## config.mk

```make
export PLATFORM = sky130hd
export DESIGN_NAME = cardclk_gen
export DESIGN_NICKNAME = d
export VERILOG_FILES = /design/src/rtl/cardclk_pkg.sv /design/src/rtl/cc_setting_check.sv /design/src/rtl/cc_presc_stage.sv /design/src/rtl/cc_div_stage.sv /design/src/rtl/cardclk_gen.sv
export SDC_FILE = /design/constraint.sdc
export NUM_CORES = 1
export LEC_CHECK = 0
export ABC_AREA = 0
export BUFFER_PORTS_ARGS = -buffer_cell sky130_fd_sc_hd__buf_4
export CORE_MARGIN = 2
export CORE_UTILIZATION = 30
export DETAILED_ROUTE_END_ITERATION = 8
export PLACE_DENSITY = 0.45
export RECOVER_POWER = 25
export SLEW_MARGIN = 10
export SYNTH_ARGS = -nofsm -noshare
export SYNTH_HDL_FRONTEND = slang
export SYNTH_HIERARCHICAL = 1
export SYNTH_SLANG_ARGS = --single-unit
export TNS_END_PERCENT = 20
```

## constraint.sdc

```tcl
create_clock -name clk_base -period 8.6 [get_ports clk_base]
set_input_delay 0.43 -clock clk_base [delete_from_list [all_inputs] [get_ports clk_base]]
set_output_delay 0.43 -clock clk_base [all_outputs]
set_load 0.1 [all_outputs]
```

## src/rtl/cardclk_pkg.sv

```systemverilog
// Package: shared defaults and the phase-state type for the SD card clock divider.
// Assumes nothing beyond IEEE 1800-2017 package support.
package cardclk_pkg;

    // Default width of the one-hot prescaler code
    localparam int PRESC_W_DEF = 8;
    // Default width of the linear divisor field
    localparam int DIV_W_DEF   = 4;

    // Card clock phase tracker
    typedef enum logic [1:0] {
        PH_IDLE = 2'd0,
        PH_HIGH = 2'd1,
        PH_LOW  = 2'd2
    } phase_t;

endpackage

```

## src/rtl/cc_setting_check.sv

```systemverilog
// Module: cc_setting_check
// Decides whether the prescaler code has exactly one bit set.
// Assumes: purely combinational; the caller registers the result if needed.
module cc_setting_check #(
    parameter int W = 8
) (
    input  logic [W-1:0] code,
    output logic         legal
);

    localparam int CW = $clog2(W + 1);

    logic [CW-1:0] ones;

    // Count set bits and call the code legal only when exactly one is set
    always_comb begin
        ones = '0;
        for (int i = 0; i < W; i++) begin
            ones = ones + CW'(code[i]);
        end
        legal = (ones == CW'(1));
    end

endmodule

```

## src/rtl/cc_presc_stage.sv

```systemverilog
// Module: cc_presc_stage
// First divider stage. It counts base cycles and raises tick on the
// last cycle of every group of `limit` cycles.
// Assumes: limit is non-zero and constant while adv is high within a group.
module cc_presc_stage #(
    parameter int W = 8
) (
    input  logic         clk,
    input  logic         rst_n,
    input  logic         clear,
    input  logic         adv,
    input  logic [W-1:0] limit,
    output logic         tick
);

    logic [W-1:0] cnt_q;

    // Terminal count: the group ends when the counter reaches limit-1
    assign tick = adv && (cnt_q == (limit - W'(1)));

    // Count base cycles; wrap at terminal, hold at zero while cleared
    always_ff @(posedge clk) begin
        if (!rst_n || clear) begin
            cnt_q <= '0;
        end else if (adv) begin
            cnt_q <= tick ? '0 : cnt_q + W'(1);
        end
    end

endmodule

```

## src/rtl/cc_div_stage.sv

```systemverilog
// Module: cc_div_stage
// Second divider stage. It counts prescaler ticks and raises wrap on the
// tick that completes N+1 of them.
// Assumes: limit (N) is constant for the whole count.
module cc_div_stage #(
    parameter int W = 4
) (
    input  logic         clk,
    input  logic         rst_n,
    input  logic         clear,
    input  logic         adv,
    input  logic [W-1:0] limit,
    output logic         wrap
);

    logic [W-1:0] cnt_q;

    // Wrap when the last of N+1 ticks arrives
    assign wrap = adv && (cnt_q == limit);

    // Count ticks; wrap to zero, hold at zero while cleared
    always_ff @(posedge clk) begin
        if (!rst_n || clear) begin
            cnt_q <= '0;
        end else if (adv) begin
            cnt_q <= wrap ? '0 : cnt_q + W'(1);
        end
    end

endmodule

```

## src/rtl/cardclk_gen.sv

```systemverilog
// Module: cardclk_gen (top)
// Generates the SD card clock by cascading a one-hot power-of-two prescaler
// with a linear divide-by-(N+1) stage. Each card clock phase lasts
// P*(N+1) base cycles. Settings are taken at the end of a low phase, or at
// once when idle. An illegal prescaler code or a low enable stops the clock
// after the current high phase.
// Assumes: inputs are synchronous to clk_base; rst_n is synchronous, active low.
module cardclk_gen
    import cardclk_pkg::*;
#(
    parameter int PRESC_W = PRESC_W_DEF,
    parameter int DIV_W   = DIV_W_DEF
) (
    input  logic               clk_base,
    input  logic               rst_n,
    input  logic [PRESC_W-1:0] presc_sel,
    input  logic [DIV_W-1:0]   div_sel,
    input  logic               clk_en,
    output logic               card_clk,
    output logic               rise_pulse,
    output logic               presc_err
);

    localparam logic [PRESC_W-1:0] PRESC_RST = PRESC_W'(1) << (PRESC_W - 1);
    localparam logic [DIV_W-1:0]   DIV_RST   = '0;

    phase_t             ph_q, ph_n;
    logic               card_q, card_n;
    logic               pulse_q;
    logic               err_q;
    logic               load;
    logic               sel_legal;
    logic               go;
    logic               running;
    logic               pre_tick;
    logic               div_wrap;
    logic [PRESC_W-1:0] presc_act;
    logic [DIV_W-1:0]   div_act;

    cc_setting_check #(.W(PRESC_W)) u_check (
        .code  (presc_sel),
        .legal (sel_legal)
    );

    // Running means the counters advance; idle holds them at zero
    assign running = (ph_q != PH_IDLE);
    assign go      = clk_en && sel_legal;

    cc_presc_stage #(.W(PRESC_W)) u_presc (
        .clk   (clk_base),
        .rst_n (rst_n),
        .clear (!running),
        .adv   (running),
        .limit (presc_act),
        .tick  (pre_tick)
    );

    cc_div_stage #(.W(DIV_W)) u_div (
        .clk   (clk_base),
        .rst_n (rst_n),
        .clear (!running),
        .adv   (pre_tick),
        .limit (div_act),
        .wrap  (div_wrap)
    );

    // Phase sequencing: start from idle, toggle on wrap, stop at low-phase end
    always_comb begin
        ph_n   = ph_q;
        card_n = card_q;
        load   = 1'b0;
        unique case (ph_q)
            PH_IDLE: begin
                if (go) begin
                    ph_n   = PH_HIGH;
                    card_n = 1'b1;
                    load   = 1'b1;
                end
            end
            PH_HIGH: begin
                if (div_wrap) begin
                    ph_n   = PH_LOW;
                    card_n = 1'b0;
                end
            end
            PH_LOW: begin
                if (div_wrap) begin
                    if (go) begin
                        ph_n   = PH_HIGH;
                        card_n = 1'b1;
                        load   = 1'b1;
                    end else begin
                        ph_n   = PH_IDLE;
                    end
                end
            end
            default: begin
                ph_n   = PH_IDLE;
                card_n = 1'b0;
            end
        endcase
    end

    // Phase state, card clock and rising-edge strobe registers
    always_ff @(posedge clk_base) begin
        if (!rst_n) begin
            ph_q    <= PH_IDLE;
            card_q  <= 1'b0;
            pulse_q <= 1'b0;
        end else begin
            ph_q    <= ph_n;
            card_q  <= card_n;
            pulse_q <= card_n && !card_q;
        end
    end

    // Active settings, captured only at a safe boundary
    always_ff @(posedge clk_base) begin
        if (!rst_n) begin
            presc_act <= PRESC_RST;
            div_act   <= DIV_RST;
        end else if (load) begin
            presc_act <= presc_sel;
            div_act   <= div_sel;
        end
    end

    // Registered illegal-code flag
    always_ff @(posedge clk_base) begin
        if (!rst_n) begin
            err_q <= 1'b0;
        end else begin
            err_q <= !sel_legal;
        end
    end

    assign card_clk   = card_q;
    assign rise_pulse = pulse_q;
    assign presc_err  = err_q;

endmodule

```

* Word level (Yosys, flattened, before mapping)
Cells that the tools add are included.
** Storage, ports and cells
- Bits in registers :: 29
- Bits of input ports :: 15
- Output and inout bits :: 3
** Operators by class
- $add $sub $neg :: 10
- Equality and inequality tests :: 8
- Muxes and demuxes :: 14
- Reductions and logical operators :: 12
** Operators by type and width (count)
- $add A4 B1 Y4 :: 6
- $add A8 B1 Y8 const B :: 1
- $eq A8 B8 Y1 :: 1
- $mux W8 :: 1
- $sub A8 B1 Y8 const B :: 1
- $mux W1 :: 6
- $mux W2 :: 3
- $pmux W2 S3 :: 1
- $add A4 B1 Y4 const B :: 1
- $eq A4 B1 Y1 const B :: 1
- $eq A4 B4 Y1 :: 1
- $logic_and A1 B1 Y1 :: 4
- $logic_not A1 Y1 :: 4
- $mux W4 :: 1
- $ne A2 B1 Y1 const B :: 2
- $pmux W1 S3 :: 1
- $reduce_and A3 Y1 :: 1
- $add A1 B1 Y2 :: 1
- $eq A2 B1 Y1 const B :: 1
- $eq A2 B2 Y1 const B :: 1
- $logic_not A2 Y1 :: 1
- $ne A2 B2 Y1 const B :: 1
- $pmux W1 S2 :: 1
- $reduce_bool A2 Y1 :: 1
- $logic_or A1 B1 Y1 :: 1

* Depth between registers and ports, before layout
Gate-level depths: netlist of run 1.
- Depth in word-level cells :: 13
- Gate-level depth with buffers :: 14
- Gate-level depth less buffers :: 13

* Modules after synthesis
The synthesis of run 1 kept the hierarchy.
** By module, submodules not included
- cardclk_gen :: times used 1, cells each 76, area each 723.2 um2, sequential area each 340.3 um2
- cc_presc_stage :: times used 1, cells each 72, area each 620.6 um2, sequential area each 160.2 um2
- cc_div_stage :: times used 1, cells each 24, area each 246.5 um2, sequential area each 80.1 um2
- cc_setting_check :: times used 1, cells each 25, area each 215.2 um2, sequential area each 0.0 um2

* Least setup slack after synthesis of run 1
OpenSTA, ideal clock, no wires.
- Kind :: input port to flip-flop
- Start :: input presc_sel[0]
- End :: register div_act[0]
- Library setup time :: 72 ps
- Arrival :: 3785 ps
- Path slack :: 4743 ps
- Stages :: 14
- Path buffers :: 1
- Path through :: inv_1 -> fa_1 -> fa_1 -> fa_1 -> inv_1 -> ha_1 -> inv_1 -> fa_1 -> nand2_1 -> o41ai_2 -> nand3b_4 -> a21oi_4 -> buf_12 -> mux2i_1
** Between the ends
- Longest elaborated chain between the ends :: 12
** Ends and longest elaborated chain
- start: declaration :: RTL line cardclk_gen.sv:16 : input logic [PRESC_W-1:0] presc_sel,
- $add A1 B1 Y2 (*) :: RTL line cc_setting_check.sv:19 : ones = ones + CW'(code[i]);
- $add A4 B1 Y4 (*) (6 in a row) :: RTL line cc_setting_check.sv:19
- $eq A4 B1 Y1 (*) :: RTL line cc_setting_check.sv:21 : legal = (ones == CW'(1));
- via sel_legal :: RTL line cardclk_gen.sv:32 : logic sel_legal;
- $logic_and A1 B1 Y1 (*) :: RTL line cardclk_gen.sv:47 : assign go = clk_en && sel_legal;
- $mux W1 (*) :: RTL line cardclk_gen.sv:74, cardclk_gen.sv:88
- $mux W1 :: RTL line cardclk_gen.sv:87 : if (div_wrap) begin
- $pmux W1 S2 (*) :: RTL line cardclk_gen.sv:72 : unique case (ph_q)
- end signal: assignment :: RTL line cardclk_gen.sv:124 : div_act <= div_sel;
- end: declaration :: RTL line cardclk_gen.sv:38 : logic [DIV_W-1:0] div_act;
The timed path passes the listed nets; every way through them passes the cells marked *.
A chain may end at the register's enable or synchronous reset.

* Worst setup path in the final report of run 1
- Start :: input presc_sel[0]
- End :: register presc_act[1]
** Between the ends
- Longest elaborated chain between the ends :: 12
** Ends and longest elaborated chain
- $add A1 B1 Y2 (*) :: RTL line cc_setting_check.sv:19
- $add A4 B1 Y4 (*) (6 in a row) :: RTL line cc_setting_check.sv:19
- $eq A4 B1 Y1 (*) :: RTL line cc_setting_check.sv:21
- via sel_legal :: RTL line cardclk_gen.sv:32
- $logic_and A1 B1 Y1 (*) :: RTL line cardclk_gen.sv:47
- $mux W1 (*) :: RTL line cardclk_gen.sv:74, cardclk_gen.sv:88
- $mux W1 :: RTL line cardclk_gen.sv:87
- $pmux W1 S2 (*) :: RTL line cardclk_gen.sv:72
- end signal: assignment :: RTL line cardclk_gen.sv:123 : presc_act <= presc_sel;
- end: declaration :: RTL line cardclk_gen.sv:37 : logic [PRESC_W-1:0] presc_act;
Marked as above.

==> metrics.txt, run 1 <==
outcome=complete, no violations; R2R Setup Slk=~5.2 ns; pin count of the biggest net entering global routing=32; clock latency on the worst-skew pair=between 0.2 and 0.3 ns; Starting Density=0.309; CTS tree=done; CP Launch Type=input port; worst-margin pin slew=roughly 1.2 ns; arrival time worst endpoint=4.23 ns; drt first pass iters=4; final setup fails=0; Worst R2R End=presc_act[1]$_SDFFE_PN0P_; synthesized area=approximately 1800 µm²; max-cap check violation count=0; CP Capture Type=flop; ratio of final minimum period to clock period=0.467; minimum clock period=between 4 and 5 ns; WL final=between 3000 and 4000 µm; skew final=between 0.005 and 0.006 ns; max frequency=between 200 and 250 MHz; Worst Path Max Fanout=12; Max-slew headroom=0.225; largest family of logic cells by synthesized area=simple AND/OR/NAND/NOR gates; PortBufs=17; hold buffers post-CTS=0; Synth Area in XOR/XNOR=0.112; DRC errors left=0; fin nets=242; flops & latches, synth=29; Final Hold Viols=0; CTS root buf=clkbuf_8; Mean Syn Cell Area=approximately 9.2 µm²; hold depth=3; Clock transition at path regs=about 0.060 ns; most common flop cell mapped by yosys=dfxtp_1; share of cells above drive strength 1=0.156; hpwl dp=~2700 µm; row cnt=28; Routed WL per cell=12.2 µm; mux cell area share after synthesis=0.0721; Lkg Pwr=between 0.8 and 0.9 nW; Hold Crit Start=div_sel[3]; syn nets=222; initial antenna violation count=0; Worst Path Required=8.81 ns; clk sink count=29; leading cell type in the layout, fill and taps excluded=dfxtp_1; H-tree Lvls=2; Setup TNS=0 ns; via count=approximately 1,400; TritonCTS buffer count=5; Hold Crit Class=in -> reg; vias in the first global route=1,316; first-pass GRT wire length=just over 6000 µm; post-synthesis cell type count=48; ANT cells=0; die width=just over 80 µm; Fillers=620; Worst R2R Start=presc_act[0]$_SDFFE_PN0P_; post_cts resized=0; GP Congestion=0.689; Post-synth EDFFs=0; Synth Area in Compound Gates=0.0991; die area=approximately 6700 µm²; Die Ht=roughly 82 µm; Register Area=~580 µm²; sequential area share after synthesis=0.322; max-slew violations=0; Hold WS=around 0.4 ns; DR vias/cell=4.67; pwr dens=approximately 190 nW/µm²; ANT nets after route=0; I/O Pins=18; initial drt markers=84; RSZ-0062 raised after global routing=false; Tot GR Track Use=0.122; Post-Syn Instances=slightly below 200; Syn. warnings=6; Core Area=5850 µm²; share of synthesized registers carrying an async set or reset=0; critical path type=in -> reg; area grow syn2layout=14.8%; Reg2Reg Depth=12; commonest cells after routing, fill and taps aside=dfxtp_1, nand2_1, inv_1, buf_4; Hold EP=div_act[3]$_SDFFE_PN0P_; total grt overflow=0; Post-Synth Adder-Cell Area=0.0859; maximum VDD drop=120 µV; simple-gate area share of the yosys netlist=0.249; footprint of the multi-input gates=roughly 1100 µm²; total power=around 0.00040 W; Max Root-Sink Buffers=2; post-CTS setup buffer count=0
-- cells in the mapped netlist (5+ instances only) --
cell type | n | area, µm²
dfxtp_1 | 29 | 581
nand2_1 | 27 | 101
inv_1 | 18 | 67.6
mux2i_1 | 13 | 130
xor2_1 | 13 | 114
xnor2_1 | 10 | 87.6
nor3_1 | 9 | 45.0
ha_1 | 6 | 75.1
a211oi_1 | 5 | 37.5
nor2_1 | 5 | 18.8
-- where the power goes --
group          leakage (nW)  internal, W  total (W)  switching (W)
registers             0.235     0.000144   0.000154      0.0000100
logic                 0.526    0.0000464   0.000120      0.0000734
clock network        0.0542    0.0000722   0.000124      0.0000523
-- final cells by class --
cell class                      count  area share
Clock buffer                        7      0.0465
Clock inverter                      1     0.00242
Inverter                           19      0.0344
Multi-Input combinational cell    144       0.533
Sequential cell                    29       0.280
Tap cell                           75      0.0453
Timing Repair Buffer               18      0.0580
-- worst max path at each step --
| stage | start | to | depth (start not counted) | slack [ns] |
|---|---|---|---|---|
| CTS | presc_sel[0] | presc_act[4]$_SDFFE_PN0P_ | 14 | 4.53 |
| global route | presc_sel[0] | presc_act[7]$_SDFFE_PN1P_ | 14 | 4.36 |
| global placement | presc_sel[0] | presc_act[6]$_SDFFE_PN0P_ | 14 | 4.32 |
| floorplan | presc_sel[0] | div_act[0]$_SDFFE_PN0P_ | 14 | 4.74 |
| finish | presc_sel[0] | presc_act[1]$_SDFFE_PN0P_ | 14 | 4.58 |
| detailed placement | presc_sel[0] | presc_act[2]$_SDFFE_PN0P_ | 14 | 4.23 |
-- kinds of logic after synthesis --
family,after synthesis
compound gates,21
xor+xnor,23
fa+ha+maj,10
buf+inv,24
flops,29
mux,13
simple gates,77
-- worst max-delay path, stage by stage --
cell and delay [ns]:
buf_4 0.08, inv_1 0.04, fa_1 0.56, fa_1 0.43, fa_1 0.44, inv_1 0.06
ha_1 0.15, inv_1 0.05, fa_1 0.50, nand2_1 0.07, o41ai_2 0.57, nand3b_4 0.15
a21oi_4 0.45, mux2i_1 0.24
-- per-layer routing --
layer / wire [µm] / GRT usage
met1: 1820 / 0.163
met2: 1600 / 0.188
met3: 87 / 0.0297
met4: 65 / 0.0500
met5: 0 / 0
-- per-stage QoR --
stage	instance area (µm²)	worst slack, ns	cells	util
after global routing	2070	4.36	293	0.354
after floorplan	1810	4.74	197	-
after detailed placement	2000	4.23	285	0.341
after global placement	2000	4.32	285	0.341
final	2070	4.58	293	0.354
after CTS	2100	4.53	293	0.358
-- sequential cells by signal, summed over array words and instances, names as in the netlist --
register,cells
u_div/cnt_q,4
rise_pulse,1
ph_q,2
div_act,4
u_presc/cnt_q,8
presc_err,1
card_clk,1
presc_act,8
Note: power is estimated with default switching activity, not from simulation.
==> inputs of run 2 (changes only) <==
PLACE_DENSITY = 0.47   (was 0.45)
clock period = 3.65 ns   (was 8.6 ns; I/O delays follow)
==> run 2 against run 1 <==
  * Via count increased by 2.0%
  * First-iteration DRC count decreased by 29%
  * Register-to-register slack got worse by 4.5 ns
  * Power increased by 130%
  * Cell count increased by 1.7%
  * Sequential share of layout area decreased by 0.63 points
  * Combinational power increased to 2.5 times the previous value
  * Clock power increased by 110%
  * Wire length increased by 2.0%
  * Global-route usage about the same
  * Final area increased by 2.3%
  * Clock skew decreased by 0.00061 ns
  * Critical endpoint is now presc_act[4]$_SDFFE_PN0P_
  * Largest cell class unchanged
  * Highest routed layer unchanged
==> metrics.txt, run 2 (synthesized netlist as in run 1, its figures left out) <==
first-pass GRT wire length=6050 µm (was 6150 µm); leading cell type in the layout, fill and taps excluded=dfxtp_1 (unchanged); CP Capture Type=flop (unchanged); WL final=3640 µm (was 3570 µm); fin nets=248 (was 242); pwr dens=441 nW/µm² (was 192 nW/µm²); Max Root-Sink Buffers=2 (unchanged); CTS root buf=clkbuf_8 (unchanged); Util after Layout=0.362 (was 0.354); max-slew violations=0 (unchanged); DRC errors left=0 (unchanged); pin count of the biggest net entering global routing=32 (unchanged); Die Ht=81.6 µm (unchanged); share of cells above drive strength 1=0.175 (was 0.156); skew final=0.00479 ns (was 0.00540 ns); maximum VDD drop=282 µV (was 120 µV); Setup TNS=0 ns (unchanged); ratio of final minimum period to clock period=0.936; Starting Density=0.309 (unchanged); post_cts resized=0 (unchanged); Tot GR Track Use=0.122 (about the same); max frequency=around 290 MHz; clock latency on the worst-skew pair=0.28 ns (about the same); Core Area=5850 µm² (unchanged); ANT nets after route=0 (unchanged); DP Cell Count=291 (was 285); Hold Crit Class=in -> reg (unchanged); arrival time worst endpoint=3.62 ns (was 4.23 ns); GP Congestion=0.727 (was 0.689); TritonCTS buffer count=5 (unchanged); via count=1,395 (was 1,368); Lkg Pwr=0.839 nW (was 0.815 nW); Fillers=612 (was 620); Post-Layout Cell Count=298 (was 293); post-CTS setup buffer count=0 (unchanged); total grt overflow=0 (unchanged); final setup fails=0 (unchanged); Hold WS=0.155 ns (was 0.400 ns); hold buffers post-CTS=0 (unchanged); initial drt markers=60 (was 84); worst-margin pin slew=1.16 ns (was 1.17 ns); total power=0.000935 W (was 0.000398 W); Worst Path Required=3.85 ns (was 8.81 ns); initial antenna violation count=0 (unchanged); critical path type=in -> reg (unchanged); I/O Pins=18 (unchanged); area grow syn2layout=17.4% (was 14.8%); hpwl dp=2780 µm (was 2700 µm); commonest cells after routing, fill and taps aside=dfxtp_1, nand2_1, buf_4, inv_1 (was dfxtp_1, nand2_1, inv_1, buf_4); die area=6650 µm² (unchanged); Top Registers=presc_act: 8 flops, u_presc/cnt_q: 8 flops (unchanged); Max-slew headroom=0.229 (was 0.225); minimum clock period=about 3.4 ns; Final Hold Viols=0 (unchanged); drt first pass iters=4 (unchanged); die width=81.6 µm (unchanged); Worst Path Max Fanout=12 (unchanged); Clock transition at path regs=0.06 ns (about the same); vias in the first global route=1,281 (was 1,316); H-tree Lvls=2 (unchanged); row cnt=28 (unchanged); CTS tree=done (unchanged); Routed WL per cell=12.2 µm (about the same); outcome=complete, no violations (unchanged); RSZ-0062 raised after global routing=false (unchanged); DR vias/cell=4.68 (was 4.67); clk sink count=29 (unchanged); CP Launch Type=input port (unchanged); PortBufs=17 (unchanged); ANT cells=0 (unchanged); max-cap check violation count=0 (unchanged)
[run 2: changes by cell type in the layout (fill, tap and decap cells not counted), sizes merged]
cell    delta
buf        +6
clkinv     -1
[run 2: worst max-delay path: stages]
cell,delay [ns]
buf_4,0.08
inv_1,0.04
fa_1,0.56
fa_1,0.43
fa_1,0.43
inv_1,0.06
ha_1,0.15
inv_1,0.05
fa_1,0.50
nand2_1,0.07
o41ai_2,0.30
buf_4,0.17
nand3b_4,0.09
a21oi_4,0.14
buf_12,0.16
mux2i_1,0.19
[run 2: through the flow]
stage                     setup slack, ns  cell area, µm²
after global routing               0.0339            2120
after global placement            -0.0404            2050
final                               0.233            2120
after floorplan                    0.0408            1810
after CTS                           0.219            2140
after detailed placement          -0.0516            2050
[run 2: per-layer routing]
| layer | global-route usage | wire length (µm) |
|---|---|---|
| met1 | 0.151 | 1690 |
| met5 | 0 | 0 |
| met4 | 0.0533 | 80 |
| met3 | 0.0473 | 155 |
| met2 | 0.189 | 1720 |
[run 2: area by class of cell]
cell class | count | area (µm²) | area share
multi-input cells | 144 | 1110 | 0.524
flip-flops and latches | 29 | 581 | 0.274
repair buffers | 24 | 178 | 0.0838
well taps | 75 | 93.8 | 0.0443
clock buffers | 7 | 86.3 | 0.0407
inverters | 19 | 71.3 | 0.0336
[run 2: final timing paths]
path	start	to	slack, ns	cells after the start
worst max-delay path	presc_sel[0]	presc_act[4]$_SDFFE_PN0P_	0.23	16
worst min-delay path	div_sel[2]	div_act[2]$_SDFFE_PN0P_	0.15	3
worst min register to register	div_act[1]$_SDFFE_PN0P_	div_act[1]$_SDFFE_PN0P_	0.47	2
worst max register to register	presc_act[1]$_SDFFE_PN0P_	presc_act[4]$_SDFFE_PN0P_	0.66	10
[run 2: power by group]
group	switching, W	leakage, nW	internal (W)
combinational	0.000176	0.560	0.000129
sequential	0.0000239	0.235	0.000340
clock	0.000116	0.0443	0.000149
